--- config.mk ---
export PLATFORM = sky130hd
export DESIGN_NAME = flash_chunk_dma
export DESIGN_NICKNAME = d
export VERILOG_FILES = /design/src/rtl/fcd_pkg.sv /design/src/rtl/fcd_rst_sync.sv /design/src/rtl/fcd_swap.sv /design/src/rtl/fcd_regs.sv /design/src/rtl/fcd_xfer.sv /design/src/rtl/flash_chunk_dma.sv
export SDC_FILE = /design/constraint.sdc
export NUM_CORES = 1
export LEC_CHECK = 0
export BUFFER_PORTS_ARGS = -buffer_cell sky130_fd_sc_hd__buf_4
export CAP_MARGIN = 15
export CELL_PAD_IN_SITES_DETAIL_PLACEMENT = 1
export CELL_PAD_IN_SITES_GLOBAL_PLACEMENT = 1
export CORE_ASPECT_RATIO = 1.1
export CORE_UTILIZATION = 44
export CTS_CLUSTER_SIZE = 12
export DETAILED_ROUTE_END_ITERATION = 10
export PLACE_DENSITY = 0.91
export SKIP_LAST_GASP = 1
export SYNTH_ARGS = -nofsm -noshare
export SYNTH_HDL_FRONTEND = slang
export SYNTH_SLANG_ARGS = --single-unit
--- constraint.sdc ---
create_clock -name clk -period 12.4 [get_ports clk]
set_input_delay 0.62 -clock clk [delete_from_list [all_inputs] [get_ports clk]]
set_output_delay 0.62 -clock clk [all_outputs]
set_load 0.02 [all_outputs]
--- src/rtl/fcd_pkg.sv ---
package fcd_pkg;
  // register byte offsets
  localparam int OFS_CFG   = 'h00;
  localparam int OFS_MADDR = 'h04;
  localparam int OFS_FADDR = 'h08;
  localparam int OFS_LEN   = 'h0C;
  localparam int OFS_CMD   = 'h10;
  localparam int OFS_STOP  = 'h14;
  localparam int OFS_STAT  = 'h18;
  localparam int OFS_DONE  = 'h1C;
  localparam int OFS_ERR   = 'h20;

  localparam logic [1:0] DONE_OK  = 2'b01;
  localparam logic [1:0] DONE_BAD = 2'b11;

  typedef enum logic [1:0] {
    XS_IDLE  = 2'd0,
    XS_FETCH = 2'd1,
    XS_STORE = 2'd2
  } xs_t;
endpackage

--- src/rtl/fcd_rst_sync.sv ---
module fcd_rst_sync (
  input  logic clk,
  input  logic rst_n,
  output logic rst_n_sync
);
  logic [1:0] sr_q;

  always_ff @(posedge clk or negedge rst_n) begin
    if (!rst_n) sr_q <= 2'b00;
    else        sr_q <= {sr_q[0], 1'b1};
  end

  assign rst_n_sync = sr_q[1];
endmodule

--- src/rtl/fcd_swap.sv ---
module fcd_swap #(
  parameter int DATA_W = 32,
  parameter bit ENABLE = 1'b1
) (
  input  logic [DATA_W-1:0] din,
  input  logic              swap,
  output logic [DATA_W-1:0] dout
);
  localparam int NB = DATA_W / 8;

  generate
    if (ENABLE) begin : g_swap
      logic [DATA_W-1:0] rev;
      for (genvar b = 0; b < NB; b++) begin : g_byte
        assign rev[8*b +: 8] = din[8*(NB-1-b) +: 8];
      end
      assign dout = swap ? rev : din;
    end else begin : g_pass
      logic unused_swap;
      assign unused_swap = swap;
      assign dout = din;
    end
  endgenerate
endmodule

--- src/rtl/fcd_regs.sv ---
module fcd_regs
  import fcd_pkg::*;
#(
  parameter int ADDR_W      = 32,
  parameter int DATA_W      = 32,
  parameter int LEN_W       = 12,
  parameter int RA_W        = 6,
  parameter int CHUNK_BYTES = 512
) (
  input  logic              clk,
  input  logic              rst_n,
  input  logic              wr,
  input  logic [RA_W-1:0]   addr,
  input  logic [DATA_W-1:0] wdata,
  output logic [DATA_W-1:0] rdata,
  input  logic              busy,
  input  logic              fin,
  input  logic              fin_err,
  output logic              cfg_mode,
  output logic              cfg_swap,
  output logic [ADDR_W-1:0] mem_base,
  output logic [ADDR_W-1:0] fl_base,
  output logic [LEN_W-3:0]  beats,
  output logic              start,
  output logic              start_dir,
  output logic              stop,
  output logic [1:0]        done,
  output logic              err
);
  logic [1:0]        cfg_q;
  logic [ADDR_W-1:0] mb_q, fb_q;
  logic [LEN_W-1:0]  len_q;
  logic [1:0]        done_q, done_d;
  logic              err_q, err_d;

  logic sel_cfg, sel_mb, sel_fb, sel_len, sel_cmd, sel_stop, sel_done, sel_err;
  logic wzero;

  assign sel_cfg  = wr && (addr == RA_W'(OFS_CFG));
  assign sel_mb   = wr && (addr == RA_W'(OFS_MADDR));
  assign sel_fb   = wr && (addr == RA_W'(OFS_FADDR));
  assign sel_len  = wr && (addr == RA_W'(OFS_LEN));
  assign sel_cmd  = wr && (addr == RA_W'(OFS_CMD));
  assign sel_stop = wr && (addr == RA_W'(OFS_STOP));
  assign sel_done = wr && (addr == RA_W'(OFS_DONE));
  assign sel_err  = wr && (addr == RA_W'(OFS_ERR));
  assign wzero    = (wdata == '0);

  // next-state for status fields: completion beats a same-cycle clear
  always_comb begin
    done_d = done_q;
    if (fin)                    done_d = fin_err ? DONE_BAD : DONE_OK;
    else if (sel_done && wzero) done_d = 2'b00;
    err_d = err_q;
    if (fin_err)               err_d = 1'b1;
    else if (sel_err && wzero) err_d = 1'b0;
  end

  always_ff @(posedge clk or negedge rst_n) begin
    if (!rst_n) begin
      cfg_q  <= 2'b00;
      mb_q   <= '0;
      fb_q   <= '0;
      len_q  <= LEN_W'(CHUNK_BYTES);
      done_q <= 2'b00;
      err_q  <= 1'b0;
    end else begin
      if (sel_cfg) cfg_q <= wdata[1:0];
      if (sel_mb)  mb_q  <= wdata[ADDR_W-1:0];
      if (sel_fb)  fb_q  <= wdata[ADDR_W-1:0];
      if (sel_len) len_q <= wdata[LEN_W-1:0];
      done_q <= done_d;
      err_q  <= err_d;
    end
  end

  always_comb begin
    rdata = '0;
    case (addr)
      RA_W'(OFS_CFG):   rdata[1:0]        = cfg_q;
      RA_W'(OFS_MADDR): rdata[ADDR_W-1:0] = mb_q;
      RA_W'(OFS_FADDR): rdata[ADDR_W-1:0] = fb_q;
      RA_W'(OFS_LEN):   rdata[LEN_W-1:0]  = len_q;
      RA_W'(OFS_STAT):  rdata[0]          = busy;
      RA_W'(OFS_DONE):  rdata[1:0]        = done_q;
      RA_W'(OFS_ERR):   rdata[0]          = err_q;
      default:          rdata             = '0;
    endcase
  end

  assign cfg_mode  = cfg_q[0];
  assign cfg_swap  = cfg_q[1];
  assign mem_base  = mb_q;
  assign fl_base   = fb_q;
  assign beats     = len_q[LEN_W-1:2];
  assign start     = sel_cmd && cfg_q[0] && !busy;
  assign start_dir = wdata[0];
  assign stop      = sel_stop;
  assign done      = done_q;
  assign err       = err_q;
endmodule

--- src/rtl/fcd_xfer.sv ---
module fcd_xfer
  import fcd_pkg::*;
#(
  parameter int ADDR_W  = 32,
  parameter int DATA_W  = 32,
  parameter int LEN_W   = 12,
  parameter bit SWAP_EN = 1'b1
) (
  input  logic              clk,
  input  logic              rst_n,
  input  logic              start,
  input  logic              start_dir,
  input  logic              stop,
  input  logic              swap,
  input  logic [ADDR_W-1:0] mem_base,
  input  logic [ADDR_W-1:0] fl_base,
  input  logic [LEN_W-3:0]  beats,
  output logic              mem_req,
  output logic              mem_we,
  output logic [ADDR_W-1:0] mem_addr,
  output logic [DATA_W-1:0] mem_wdata,
  input  logic              mem_ack,
  input  logic              mem_err,
  input  logic [DATA_W-1:0] mem_rdata,
  output logic              fc_req,
  output logic              fc_we,
  output logic [ADDR_W-1:0] fc_addr,
  output logic [DATA_W-1:0] fc_wdata,
  input  logic              fc_ack,
  input  logic [DATA_W-1:0] fc_rdata,
  output logic              busy,
  output logic              fin,
  output logic              fin_err
);
  localparam int BEAT_W = LEN_W - 2;

  xs_t               st_q, st_d;
  logic [BEAT_W-1:0] cnt_q, cnt_d, lim_q, lim_d;
  logic              dir_q, dir_d;   // 1: flash cache -> memory
  logic [DATA_W-1:0] buf_q, src_word, src_sw;
  logic              buf_en;
  logic              src_ack, src_err, dst_ack, dst_err;
  logic [ADDR_W-1:0] offs;

  assign src_ack  = dir_q ? fc_ack  : mem_ack;
  assign src_err  = dir_q ? 1'b0    : mem_err;
  assign dst_ack  = dir_q ? mem_ack : fc_ack;
  assign dst_err  = dir_q ? mem_err : 1'b0;
  assign src_word = dir_q ? fc_rdata : mem_rdata;

  fcd_swap #(.DATA_W(DATA_W), .ENABLE(SWAP_EN)) u_swap (
    .din  (src_word),
    .swap (swap),
    .dout (src_sw)
  );

  always_comb begin
    st_d    = st_q;
    cnt_d   = cnt_q;
    lim_d   = lim_q;
    dir_d   = dir_q;
    buf_en  = 1'b0;
    fin     = 1'b0;
    fin_err = 1'b0;
    case (st_q)
      XS_IDLE: begin
        if (start) begin
          dir_d = start_dir;
          lim_d = beats;
          cnt_d = '0;
          if (beats == '0) fin  = 1'b1;
          else             st_d = XS_FETCH;
        end
      end
      XS_FETCH: begin
        if (src_ack) begin
          if (src_err) begin
            st_d    = XS_IDLE;
            fin     = 1'b1;
            fin_err = 1'b1;
          end else begin
            buf_en = 1'b1;
            st_d   = XS_STORE;
          end
        end
      end
      XS_STORE: begin
        if (dst_ack) begin
          if (dst_err) begin
            st_d    = XS_IDLE;
            fin     = 1'b1;
            fin_err = 1'b1;
          end else if (cnt_q == lim_q - BEAT_W'(1)) begin
            st_d = XS_IDLE;
            fin  = 1'b1;
          end else begin
            cnt_d = cnt_q + BEAT_W'(1);
            st_d  = XS_FETCH;
          end
        end
      end
      default: st_d = XS_IDLE;
    endcase
    if (stop) begin
      st_d    = XS_IDLE;
      fin     = 1'b0;
      fin_err = 1'b0;
      buf_en  = 1'b0;
    end
  end

  always_ff @(posedge clk or negedge rst_n) begin
    if (!rst_n) begin
      st_q  <= XS_IDLE;
      cnt_q <= '0;
      lim_q <= '0;
      dir_q <= 1'b0;
      buf_q <= '0;
    end else begin
      st_q  <= st_d;
      cnt_q <= cnt_d;
      lim_q <= lim_d;
      dir_q <= dir_d;
      if (buf_en) buf_q <= src_sw;
    end
  end

  assign offs      = ADDR_W'({cnt_q, 2'b00});
  assign busy      = (st_q != XS_IDLE);
  assign mem_req   = ((st_q == XS_FETCH) && !dir_q) || ((st_q == XS_STORE) && dir_q);
  assign mem_we    = (st_q == XS_STORE) && dir_q;
  assign mem_addr  = mem_base + offs;
  assign mem_wdata = buf_q;
  assign fc_req    = ((st_q == XS_FETCH) && dir_q) || ((st_q == XS_STORE) && !dir_q);
  assign fc_we     = (st_q == XS_STORE) && !dir_q;
  assign fc_addr   = fl_base + offs;
  assign fc_wdata  = buf_q;
endmodule

--- src/rtl/flash_chunk_dma.sv ---
module flash_chunk_dma #(
  parameter int ADDR_W      = 32,
  parameter int DATA_W      = 32,
  parameter int LEN_W       = 12,
  parameter int RA_W        = 6,
  parameter int CHUNK_BYTES = 512,
  parameter bit SWAP_EN     = 1'b1
) (
  input  logic              clk,
  input  logic              rst_n,
  input  logic              reg_wr,
  input  logic [RA_W-1:0]   reg_addr,
  input  logic [DATA_W-1:0] reg_wdata,
  output logic [DATA_W-1:0] reg_rdata,
  output logic              mem_req,
  output logic              mem_we,
  output logic [ADDR_W-1:0] mem_addr,
  output logic [DATA_W-1:0] mem_wdata,
  input  logic              mem_ack,
  input  logic              mem_err,
  input  logic [DATA_W-1:0] mem_rdata,
  output logic              fc_req,
  output logic              fc_we,
  output logic [ADDR_W-1:0] fc_addr,
  output logic [DATA_W-1:0] fc_wdata,
  input  logic              fc_ack,
  input  logic [DATA_W-1:0] fc_rdata,
  output logic              irq
);
  logic              rst_n_i;
  logic              busy, fin, fin_err, start, start_dir, stop;
  logic              cfg_mode, cfg_swap, err_q;
  logic [1:0]        done_q;
  logic [ADDR_W-1:0] mem_base, fl_base;
  logic [LEN_W-3:0]  beats;

  fcd_rst_sync u_rst (
    .clk        (clk),
    .rst_n      (rst_n),
    .rst_n_sync (rst_n_i)
  );

  fcd_regs #(
    .ADDR_W(ADDR_W), .DATA_W(DATA_W), .LEN_W(LEN_W),
    .RA_W(RA_W), .CHUNK_BYTES(CHUNK_BYTES)
  ) u_regs (
    .clk       (clk),
    .rst_n     (rst_n_i),
    .wr        (reg_wr),
    .addr      (reg_addr),
    .wdata     (reg_wdata),
    .rdata     (reg_rdata),
    .busy      (busy),
    .fin       (fin),
    .fin_err   (fin_err),
    .cfg_mode  (cfg_mode),
    .cfg_swap  (cfg_swap),
    .mem_base  (mem_base),
    .fl_base   (fl_base),
    .beats     (beats),
    .start     (start),
    .start_dir (start_dir),
    .stop      (stop),
    .done      (done_q),
    .err       (err_q)
  );

  fcd_xfer #(
    .ADDR_W(ADDR_W), .DATA_W(DATA_W), .LEN_W(LEN_W), .SWAP_EN(SWAP_EN)
  ) u_xfer (
    .clk       (clk),
    .rst_n     (rst_n_i),
    .start     (start),
    .start_dir (start_dir),
    .stop      (stop),
    .swap      (cfg_swap),
    .mem_base  (mem_base),
    .fl_base   (fl_base),
    .beats     (beats),
    .mem_req   (mem_req),
    .mem_we    (mem_we),
    .mem_addr  (mem_addr),
    .mem_wdata (mem_wdata),
    .mem_ack   (mem_ack),
    .mem_err   (mem_err),
    .mem_rdata (mem_rdata),
    .fc_req    (fc_req),
    .fc_we     (fc_we),
    .fc_addr   (fc_addr),
    .fc_wdata  (fc_wdata),
    .fc_ack    (fc_ack),
    .fc_rdata  (fc_rdata),
    .busy      (busy),
    .fin       (fin),
    .fin_err   (fin_err)
  );

  assign irq = (done_q != 2'b00);
endmodule

==> impl_metrics.csv, run 1 <==
group,metric,value,unit
power,p_leak,5.64,nW
finish,nFillCells,2148,
worst_setup_path,path_depth,11,
floorplan,die_y,153,µm
drt,num_vias,8099,
worst_setup_path,endpoint_kind,"output port",
cts,cts_resized,0,
min_path,worstHoldPathCells,0,
cts,cts.path.max_buffers,2,
timing,fmax,223,MHz
status,outcome,"complete, but fails checks",
grt,grt-ovfl-total,0,
timing,period_needed,4.49,ns
yosys,synth-seq-cells,138,
grt,antenna_found_initial,0,
drt,wl_per_cell,25.7,µm
worst_setup_path,crit_chain,"ha_1 -> inv_1 -> fa_1 -> nor2b_1 -> o21a_1 -> o21ai_0 -> a311oi_1 -> o21ai_0 -> nor2_1 -> xnor2_1 -> buf_4",
worst_setup_path,r2r-start,"u_xfer.lim_q[0]",
worst_setup_path,cp-start-kind,"register",
drt,drc,16,
yosys,synth_area_leader_cell,"dfrtp_1",
cts,cts_buffers,17,
place,hpwl,24.7,mm
cts,cts.htree.levels,4,
cts,clk_pin_slew_worst_paths,0.06,ns
power,vdd_ir_drop_max,0.105,mV
place,post-place-ws,8.51,ns
timing,finalSetupViolCount,0,
floorplan,core_area,20100,µm²
power,powerDensity,189,nW/µm²
timing,slew_headroom,0.132,
timing,skew,0.00851,ns
job,drv_cap,0,
min_path,hold_path.class,"reg -> reg",
finish,antenna_cells,0,
yosys,synth_top_flop_cell,"dfrtp_1",
timing,period_share,0.362,
cts,insertion_delay,0.43,ns
place,routabilityCongestion,0.896,
floorplan,dieArea,21300,µm²
worst_setup_path,worstPathArrival,3.87,ns
timing,grt_setup_unrepaired,"false",
status,violations,"DRC",
worst_setup_path,crit_path_frequent_cell,"o21ai_0",
cts,cts_tree,"done",
yosys,synth_area_leaders,"dfrtp_1 38%, mux2_2 15%, mux4_2 7.9%",
worst_setup_path,startpoint,"u_xfer.cnt_q[0]",
yosys,synth_nets,965,
worst_setup_path,r2r.worst_path.cells,9,
drt,first_iter_violations,517,
worst_setup_path,crit_type,"reg -> out",
yosys,ys_seq_area_frac,0.380,
place,port_buffers,272,
finish,drive_above_1_share,0.449,
cts,ctsHoldBuffers,1,
worst_setup_path,cpPeakStageDelay,1.03,ns
worst_setup_path,crit_family,"compound AO/OA/AOI/OAI gates",
grt,grt_start_max_net_pins,73,
grt,grt_pass1_wl,52.4,mm
drt,final_antenna_net_count,0,
cts,cts_root_buffer,"clkbuf_16",
power,total_power,0.00224,W
drt,wl,34.0,mm
cts,cts_sinks,138,
finish,nets,1193,
yosys,synth-edff-count,0,
yosys,syn_area,9100,µm²
yosys,synth.distinct_cells,67,
floorplan,die_w,139,µm
grt,grt_util_all_layers,0.325,
place,dp_cells,1289,
timing,setup_ws,7.91,ns
floorplan,rows,54,
yosys,synthCells,829,
worst_setup_path,required,11.78,ns
timing,setup_tns,0,ns
min_path,min_from,"u_rst.sr_q[0]",
yosys,synthArstFlopShare,1.00,
worst_setup_path,critPathSlowestCell,"o21ai_0",
timing,hold_viol,0,
timing,tightest_slew,1.29,ns
drt,vias_per_cell,6.13,
drt,drtPass1Iterations,8,
floorplan,initial_core_util,0.453,
grt,grt_pass1_vias,8938,
worst_setup_path,cp_num_buf_inv,2,
finish,final_cells,1321,
yosys,yosys.area.top_type_share,0.377,
timing,slew_viol_final,0,
worst_setup_path,path_max_fanout,8,
yosys,syn_area_per_cell,11.0,µm²
floorplan,io_pins,273,
finish,area_growth,29.8,%
cts,post-cts-setup-buffers,0,
yosys,yosysWarnings,0,
-- final timing paths --
| kind | endpoint | slack [ns] |
|---|---|---|
| setup / recovery | fc_addr[30] | 7.91 |
| hold / removal | u_rst.sr_q[1] | 0.36 |
| setup reg to reg | u_xfer.cnt_q[4] | 9.24 |
| hold reg to reg | u_rst.sr_q[1] | 0.36 |
| max in group asynchronous | u_xfer.dir_q | 10.32 |
| min in group asynchronous | u_regs.mem_base[17] | 0.48 |
-- Yosys cell counts, drive strengths merged (4+ instances only) --
cell type	instances
dfrtp	137
mux2	121
buf	50
inv	44
nand2	43
xnor2	41
mux4	32
nor2	32
xor2	29
a21oi	26
ha	26
nand3	24
clkbuf	22
a22o	21
o21ai	20
nand4	16
nor3	15
nor4	14
a222oi	10
and3	9
a21o	7
a31oi	7
mux2i	7
nand2b	6
a211o	5
nor2b	5
or2	5
a2111oi	4
a211oi	4
o21a	4
-- kinds of logic (layout without fill, tap and decap cells) --
kind of cell / count (synthesis) / after routing / share of synthesized area
multiplexers: 160 / 160 / 0.237
other: 1 / 1 / 0.000412
flip-flops: 138 / 138 / 0.380
AND/OR/NAND/NOR: 185 / 185 / 0.106
AO/OA/AOI/OAI: 131 / 131 / 0.105
buffers and inverters: 116 / 356 / 0.0637
XOR/XNOR: 70 / 70 / 0.0674
adder cells (fa/ha/maj): 28 / 28 / 0.0402
-- per-stage QoR --
| stage | instance area (µm²) | hold WS [ns] | util |
|---|---|---|---|
| 2_1_floorplan | 9100 | 0.324 | - |
| 3_3_place_gp | 11100 | 0.344 | 0.554 |
| 3_5_place_dp | 11100 | 0.339 | 0.554 |
| 4_1_cts | 11800 | 0.359 | 0.589 |
| 5_1_grt | 11800 | 0.374 | 0.589 |
| 6_report | 11800 | 0.358 | 0.589 |
-- area by class of cell --
cell class                 count  area, µm²  area share
timing repair buffer         281       2110       0.179
clock buffer                  20        457      0.0387
multi-input combinational    575       5080       0.430
clock inverter                11        218      0.0184
inverter                      44        165      0.0140
tap                          252        315      0.0267
sequential                   138       3460       0.293
-- flip-flops by register name (all words and copies together) (netlist names) --
| register | count |
|---|---|
| u_xfer.st_q | 2 |
| u_xfer.fc_wdata | 32 |
| u_regs.done | 2 |
| u_regs.len_q | 12 |
| u_rst.sr_q | 2 |
| u_regs.mem_base | 32 |
| u_xfer.cnt_q | 10 |
| u_regs.cfg_q | 2 |
| u_xfer.dir_q | 1 |
| u_xfer.lim_q | 10 |
| u_regs.err | 1 |
| u_regs.fl_base | 32 |
-- per-layer routing --
metal,vias to the layer above,global-route usage,wire [µm]
met2,376,0.580,17700
met3,116,0.0736,2230
met5,-,0,0
met1,4119,0.357,12300
li1,3488,-,-
met4,0,0.181,1750
-- worst reg2reg max path: cells and delay by family (launching register included) --
| family | cells | cell delay (ns) |
|---|---|---|
| AO/OA/AOI/OAI | 5 | 1.41 |
| AND/OR/NAND/NOR | 2 | 0.83 |
| buffers and inverters | 1 | 0.08 |
| adder cells (fa/ha/maj) | 1 | 0.30 |
| flip-flops | 1 | 0.42 |
-- report_power, final --
part           total, W  internal (W)  switching [W]
Sequential     0.000694      0.000554       0.000140
Combinational  0.000950      0.000426       0.000524
Clock          0.000592      0.000387       0.000205
Total           0.00224       0.00137       0.000870
-- cell usage in the layout, fill, tap and decap left out, types with 6 or more instances in the layout --
master / count
a21o_1: 7
a21oi_1: 25
a222oi_1: 10
a22o_1: 21
a31oi_1: 7
and3_1: 9
buf_4: 280
bufinv_16: 6
clkbuf_16: 17
dfrtp_1: 135
ha_1: 26
inv_1: 44
mux2_2: 121
mux2i_1: 7
mux4_2: 32
nand2_1: 43
nand2b_1: 6
nand3_1: 24
nand4_1: 16
nor2_1: 32
nor3_1: 13
nor4_1: 13
o21ai_0: 20
xnor2_1: 41
xor2_1: 29
No activity file was read; power rests on OpenSTA's default activity.
==> run 2, diff against run 1 <==
- CORE_UTILIZATION: 44 -> 37
- PLACE_DENSITY: 0.91 -> 0.81
- clock period: 12.4 -> 3.6 ns (I/O delays scaled with it)
==> run 2 against run 1 <==
- final area increased by 0.76%
- hold slack got worse by 0.35 ns
- the run now ends clean
- count of clock-buffer cells in the layout down 1
- largest power group unchanged
- register-to-register slack got worse by 8.6 ns
- clock power rose to 2.9 times the previous value
- highest routed layer unchanged
==> impl_metrics.csv, run 2 (synthesized netlist as in run 1, its figures left out) <==
group,metric,value,unit
min_path,min_to,"u_regs.fl_base[20]",
worst_setup_path,r2r_end,"u_xfer.cnt_q[6]",
cts,cts_sinks,138,
power,power_frac_seq,0.322,
worst_setup_path,required,3.42,ns
worst_setup_path,cpPeakStageDelay,0.47,ns
drt,drc,0,
drt,wl,30.7,mm
place,port_buffers,272,
power,p_int,0.00440,W
drt,final_antenna_net_count,0,
finish,drive_above_1_share,0.458,
worst_setup_path,crit_type,"reg -> out",
timing,setup_tns,0,ns
min_path,min_from,"reg_wdata[20]",
floorplan,rows,59,
cts,cts_root_buffer,"clkbuf_16",
grt,grt_util_all_layers,0.251,
grt,grt_pass1_wl,48.4,mm
power,powerDensity,614,nW/µm²
timing,period_needed,3.37,ns
drt,drtPass1Iterations,6,
worst_setup_path,r2r.worst_path.cells,9,
cts,post-cts-setup-buffers,0,
power,switching_share,0.397,
finish,final_cell_mix,"289 x buf_4, 133 x dfrtp_1, 121 x mux2_2",
timing,fmax,296,MHz
finish,nets,1204,
grt,antenna_found_initial,0,
timing,slew_headroom,0.450,
grt,grt-ovfl-total,0,
finish,final_area,11900,µm²
grt,grt_pass1_vias,8498,
power,power_switching,0.00290,W
floorplan,initial_core_util,0.380,
min_path,worstHoldPathCells,2,
drt,first_iter_violations,372,
cts,clk_pin_slew_worst_paths,0.06,ns
finish,antenna_cells,0,
timing,finalSetupViolCount,0,
finish,final_common_cell,"buf_4",
worst_setup_path,crit_chain,"ha_1 -> inv_1 -> fa_1 -> nor2b_1 -> o21a_1 -> o21ai_0 -> a21oi_1 -> o211ai_1 -> a2111oi_0 -> xor2_1 -> buf_4",
place,placed_cell_area,11300,µm²
floorplan,io_pins,273,
place,routabilityCongestion,0.819,
worst_setup_path,endpoint_kind,"output port",
power,p_leak,5.64,nW
drt,vias_per_cell,5.63,
drt,wl_per_cell,22.2,µm
power,combPwrFrac,0.439,
grt,grt_start_max_net_pins,60,
floorplan,die_y,166,µm
floorplan,die_w,152,µm
worst_setup_path,critPathSlowestCell,"a2111oi_0",
timing,skew,0.00942,ns
timing,whs,0.00829,ns
timing,slew_viol_final,0,
timing,tightest_slew,0.825,ns
job,drv_cap,0,
worst_setup_path,cp_num_buf_inv,2,
worst_setup_path,path_max_fanout,8,
place,hpwl,23.6,mm
cts,cts_tree,"done",
worst_setup_path,cp-start-kind,"register",
finish,post-route-util,0.498,
worst_setup_path,reg2reg_slack,0.63,ns
timing,hold_viol,0,
cts,cts.path.max_buffers,2,
timing,period_share,0.937,
timing,grt_setup_unrepaired,"false",
cts,cts_buffers,17,
floorplan,dieArea,25200,µm²
floorplan,core_area,23900,µm²
worst_setup_path,r2r-start,"u_xfer.lim_q[0]",
power,vdd_ir_drop_max,0.356,mV
cts,cts.htree.levels,4,
status,outcome,"completed",
worst_setup_path,worstPathArrival,3.19,ns
min_path,hold_path.class,"in -> reg",
cts,insertion_delay,0.42,ns
power,p_clk_frac,0.238,
worst_setup_path,crit_family,"compound AO/OA/AOI/OAI gates",
drt,num_vias,7798,
finish,area_growth,30.8,%
[run 2: changes by cell type in the layout (fill, tap and decap cells not counted), sizes merged]
cell / delta
dlygate4sd3: +1
bufinv: -4
inv: +2
buf: +10
clkinvlp: +3
clkinv: +1
clkbuf: -1
[run 2: layer usage]
metal | routed length, µm | share of wire | vias to the layer above | track usage
li1 | - | - | 3515 | -
met1 | 11600 | 0.38 | 3951 | 0.286
met2 | 16100 | 0.52 | 275 | 0.446
met3 | 2130 | 0.069 | 57 | 0.0625
met4 | 973 | 0.032 | 0 | 0.0908
met5 | 0 | 0 | - | 0
[run 2: worst reg2reg max path: stages (launching register included)]
cell,delay [ns]
dfrtp_1,0.42
inv_1,0.08
ha_1,0.26
and2_1,0.19
or3b_1,0.35
a211o_1,0.34
a2111oi_4,0.42
a21o_1,0.39
o21ai_0,0.18
a31oi_1,0.24
[run 2: metrics by stage]
step	total power, W	worst slack (ns)	cells
2_1_floorplan	0.00436	0.748	829
3_3_place_gp	0.00550	0.670	1352
3_5_place_dp	0.00560	0.568	1352
4_1_cts	0.00737	0.00667	1386
5_1_grt	0.00772	0.0217	1386
6_report	0.00731	0.227	1386
[run 2: area by class of cell]
class                           count  area [µm²]
Sequential cell                   138        3460
Inverter                           44         165
Tap cell                          305         382
Fill cell                        2627       12000
Clock inverter                     13         146
Clock buffer                       19         433
Timing Repair Buffer              292        2210
Multi-Input combinational cell    575        5100
[run 2: power groups by stage]
| stage | logic, W | registers, W | clock network [W] |
|---|---|---|---|
| floorplan | 0.00191 | 0.00245 | 0 |
| global placement | 0.00315 | 0.00235 | 0 |
| detailed placement | 0.00322 | 0.00238 | 0 |
| CTS | 0.00324 | 0.00235 | 0.00178 |
| global route | 0.00346 | 0.00241 | 0.00185 |
| finish | 0.00321 | 0.00235 | 0.00174 |
[run 2: how the worst max path moves through the flow]
stage / start / end / slack (ns) / depth (start not counted)
after floorplan: u_xfer.cnt_q[0] / mem_addr[30] / 0.75 / 10
after global placement: u_xfer.cnt_q[0] / mem_addr[30] / 0.67 / 11
after detailed placement: u_xfer.cnt_q[0] / fc_addr[18] / 0.57 / 12
after CTS: u_xfer.cnt_q[6] / mem_addr[17] / 0.007 / 9
after global routing: u_xfer.cnt_q[0] / fc_addr[18] / 0.02 / 12
final: u_xfer.cnt_q[0] / mem_addr[30] / 0.23 / 11
[run 2: what timing repair did]
item	in CTS	in global routing
endpoints found under the setup margin	0	23
endpoints found under the hold margin	4	0
resized for setup	0	5
hold buffers	2	0
==> run 3, diff against run 2 <==
- ABC_AREA: default -> 1
- CORE_ASPECT_RATIO: 1.1 -> 2
- CORE_UTILIZATION: 37 -> 34
- PLACE_DENSITY: 0.81 -> 0.8
==> run 3 against run 2 <==
- synthesized cell count rose by 48%
- utilization is 5.0 points lower
- count of clock-buffer cells in the layout increased by 3
- hold slack better by 0.0088 ns
- via count rose by 19%
- non-clock buffer count decreased by 10
- routed wire length increased by 14%
- sequential share of layout area shrank 0.47 points
- combinational power down 19%
- area after synthesis up 3.4%
- clock power decreased by 3%
- total power is 10% lower
- largest power group unchanged
- highest routed layer unchanged
==> impl_metrics.csv, run 3 <==
group,metric,value,unit
place,hpwl,28.2,mm
timing,setup_ws,0.368,ns
power,power_switching,0.00261,W
worst_setup_path,crit_type,"reg -> out",
cts,cts_buffers,17,
worst_setup_path,required,3.42,ns
timing,hold_viol,0,
status,outcome,"completed",
grt,grt_pass1_vias,10300,
drt,final_antenna_net_count,0,
job,drv_cap,0,
yosys,synthCells,1224,
timing,period_needed,3.23,ns
drt,wl,34.9,mm
yosys,synth_top_family_by_area,"simple AND/OR/NAND/NOR gates",
finish,post-route-util,0.447,
yosys,synth_top_flop_cell,"dfrtp_1",
finish,antenna_cells,0,
yosys,yosysWarnings,0,
floorplan,die_y,237,µm
timing,skew,0.00983,ns
power,vdd_ir_drop_max,0.552,mV
yosys,yosys.area.top_type_share,0.364,
grt,antenna_found_initial,0,
yosys,synthArstFlopShare,1.00,
worst_setup_path,cp-start-kind,"register",
place,port_buffers,272,
place,routabilityCongestion,0.916,
floorplan,initial_core_util,0.348,
power,p_int,0.00394,W
drt,vias_per_cell,5.15,
floorplan,io_pins,273,
timing,setup_tns,0,ns
power,combPwrFrac,0.398,
timing,whs,0.0171,ns
finish,drive_above_1_share,0.249,
power,powerDensity,542,nW/µm²
drt,wl_per_cell,19.3,µm
finish,final_cell_mix,"313 x nand2_1, 278 x buf_4, 146 x inv_1",
timing,tightest_slew,0.987,ns
floorplan,dieArea,28400,µm²
yosys,synth_nets,1360,
yosys,syn_area_per_cell,7.69,µm²
power,p_leak,6.07,nW
drt,num_vias,9307,
place,post-place-ws,0.845,ns
worst_setup_path,path_max_fanout,9,
cts,cts_tree,"done",
cts,insertion_delay,0.44,ns
timing,finalSetupViolCount,0,
yosys,yosys.area_share.simple,0.226,
timing,period_share,0.898,
min_path,hold_path.class,"in -> reg",
grt,grt_pass1_wl,55.1,mm
yosys,synth_most_common_cell,"nand2_1",
cts,post-cts-setup-buffers,0,
cts,cts_sinks,138,
yosys,synth_commonest_cells,"314 x nand2_1, 146 x inv_1, 137 x dfrtp_1, 99 x o21ai_0, 55 x xor2_1",
yosys,synth.distinct_cells,55,
timing,grt_setup_unrepaired,"false",
grt,grt_start_max_net_pins,75,
cts,cts.htree.levels,4,
finish,nets,1582,
yosys,synth-seq-cells,138,
yosys,synth_fa_ha_area_frac,0.0388,
finish,nFillCells,3421,
floorplan,die_w,120,µm
worst_setup_path,worstPathArrival,3.05,ns
yosys,synth_area_leaders,"dfrtp_1 36%, nand2_1 13%, inv_1 5.8%",
finish,area_growth,28.5,%
grt,grt-ovfl-total,0,
timing,slew_headroom,0.341,
worst_setup_path,endpoint_kind,"output port",
power,power_frac_seq,0.345,
timing,slew_viol_final,0,
power,p_clk_frac,0.257,
finish,final_common_cell,"nand2_1",
yosys,synth.area.mux_share,0.0341,
floorplan,rows,85,
yosys,synth_compound_area_frac,0.161,
yosys,synth-edff-count,0,
drt,first_iter_violations,400,
drt,drc,0,
floorplan,core_area,27000,µm²
yosys,synth_area_leader_cell,"dfrtp_1",
cts,cts_root_buffer,"clkbuf_16",
power,switching_share,0.398,
timing,fmax,309,MHz
cts,clk_pin_slew_worst_paths,0.06,ns
yosys,ys_seq_area_frac,0.367,
drt,drtPass1Iterations,5,
yosys,syn_area,9410,µm²
grt,grt_util_all_layers,0.254,
yosys,synth-xor-area-share,0.0615,
cts,cts.path.max_buffers,2,
run 3: cell count changes in the layout (fill, tap and decap cells not counted), moves of 28 or more:
cell / before / now
inv_1: 44 / 146
mux2_2: 121 / 0
mux4_2: 32 / 0
nand2_1: 43 / 313
o211ai_1: 2 / 41
o21a_1: 4 / 32
o21ai_0: 20 / 99
xnor2_1: 41 / 11
run 3: layer usage:
layer  global-route usage  wire (µm)  up-vias
met5                    0          0        -
met4                0.177       2340        0
met3               0.0360       1220      110
met2                0.495      19500      282
met1                0.236      11900     4504
li1                     -          -     4411
run 3: what timing repair did:
action                                  CTS  global route
hold endpoints to repair                  3             0
hold buffers                              2             0
endpoints found under the setup margin    0             0
gates resized for setup                   0             0
run 3: through the flow:
| stage | total power, W | instance area, µm² | cells |
|---|---|---|---|
| detailed placement | 0.00492 | 11500 | 1773 |
| floorplan | 0.00391 | 9410 | 1224 |
| CTS | 0.00662 | 12100 | 1807 |
| global placement | 0.00486 | 11500 | 1773 |
| finish | 0.00655 | 12100 | 1807 |
| global route | 0.00688 | 12100 | 1807 |
run 3: cell type report:
type / count / area (µm²) / share of cell area
multi-input combinational: 854 / 4910 / 0.406
sequential: 138 / 3460 / 0.286
timing repair buffer: 282 / 2150 / 0.178
inverter: 153 / 574 / 0.0475
clock buffer: 22 / 464 / 0.0384
tap: 348 / 435 / 0.0360
clock inverter: 10 / 96.3 / 0.00797
run 3: worst paths after layout:
check	startpoint	end	slack, ns	cells after the start
min in group asynchronous	rst_n	u_rst.sr_q[1]	0.06	2
setup / recovery	u_xfer.cnt_q[0]	fc_addr[22]	0.37	12
setup reg to reg	u_xfer.lim_q[3]	u_xfer.cnt_q[2]	1.14	10
max in group asynchronous	u_rst.sr_q[1]	u_xfer.dir_q	2.48	1
hold reg to reg	u_rst.sr_q[1]	u_xfer.fc_wdata[9]	0.27	0
hold / removal	reg_wdata[19]	u_regs.mem_base[19]	0.02	3
run 3: critical path, cell delays in order (launching register included):
cell and delay [ns]:
dfrtp_1 0.53, ha_1 0.23, inv_1 0.06, fa_1 0.43
o21ai_2 0.19, a21oi_1 0.15, o21bai_2 0.27, nand2_1 0.11
nand2_2 0.12, nand2_2 0.07, nor2_1 0.11, xor2_1 0.17
buf_4 0.16
run 3: cell families (layout without fill, tap and decap cells):
family                   Yosys count  after routing
multiplexers                      32             32
adder cells (fa/ha/maj)           28             28
AND/OR/NAND/NOR                  488            488
AO/OA/AOI/OAI                    239            239
XOR/XNOR                          66             66
flip-flops                       138            138
buffers and inverters            232            467
other                              1              1
run 3: power by group through the flow:
| stage | registers, W | logic [W] | clock network, W |
|---|---|---|---|
| 4_1_cts | 0.00227 | 0.00264 | 0.00171 |
| 3_5_place_dp | 0.00229 | 0.00263 | 0 |
| 3_3_place_gp | 0.00227 | 0.00258 | 0 |
| 5_1_grt | 0.00232 | 0.00279 | 0.00177 |
| 6_report | 0.00226 | 0.00261 | 0.00168 |
| 2_1_floorplan | 0.00238 | 0.00153 | 0 |
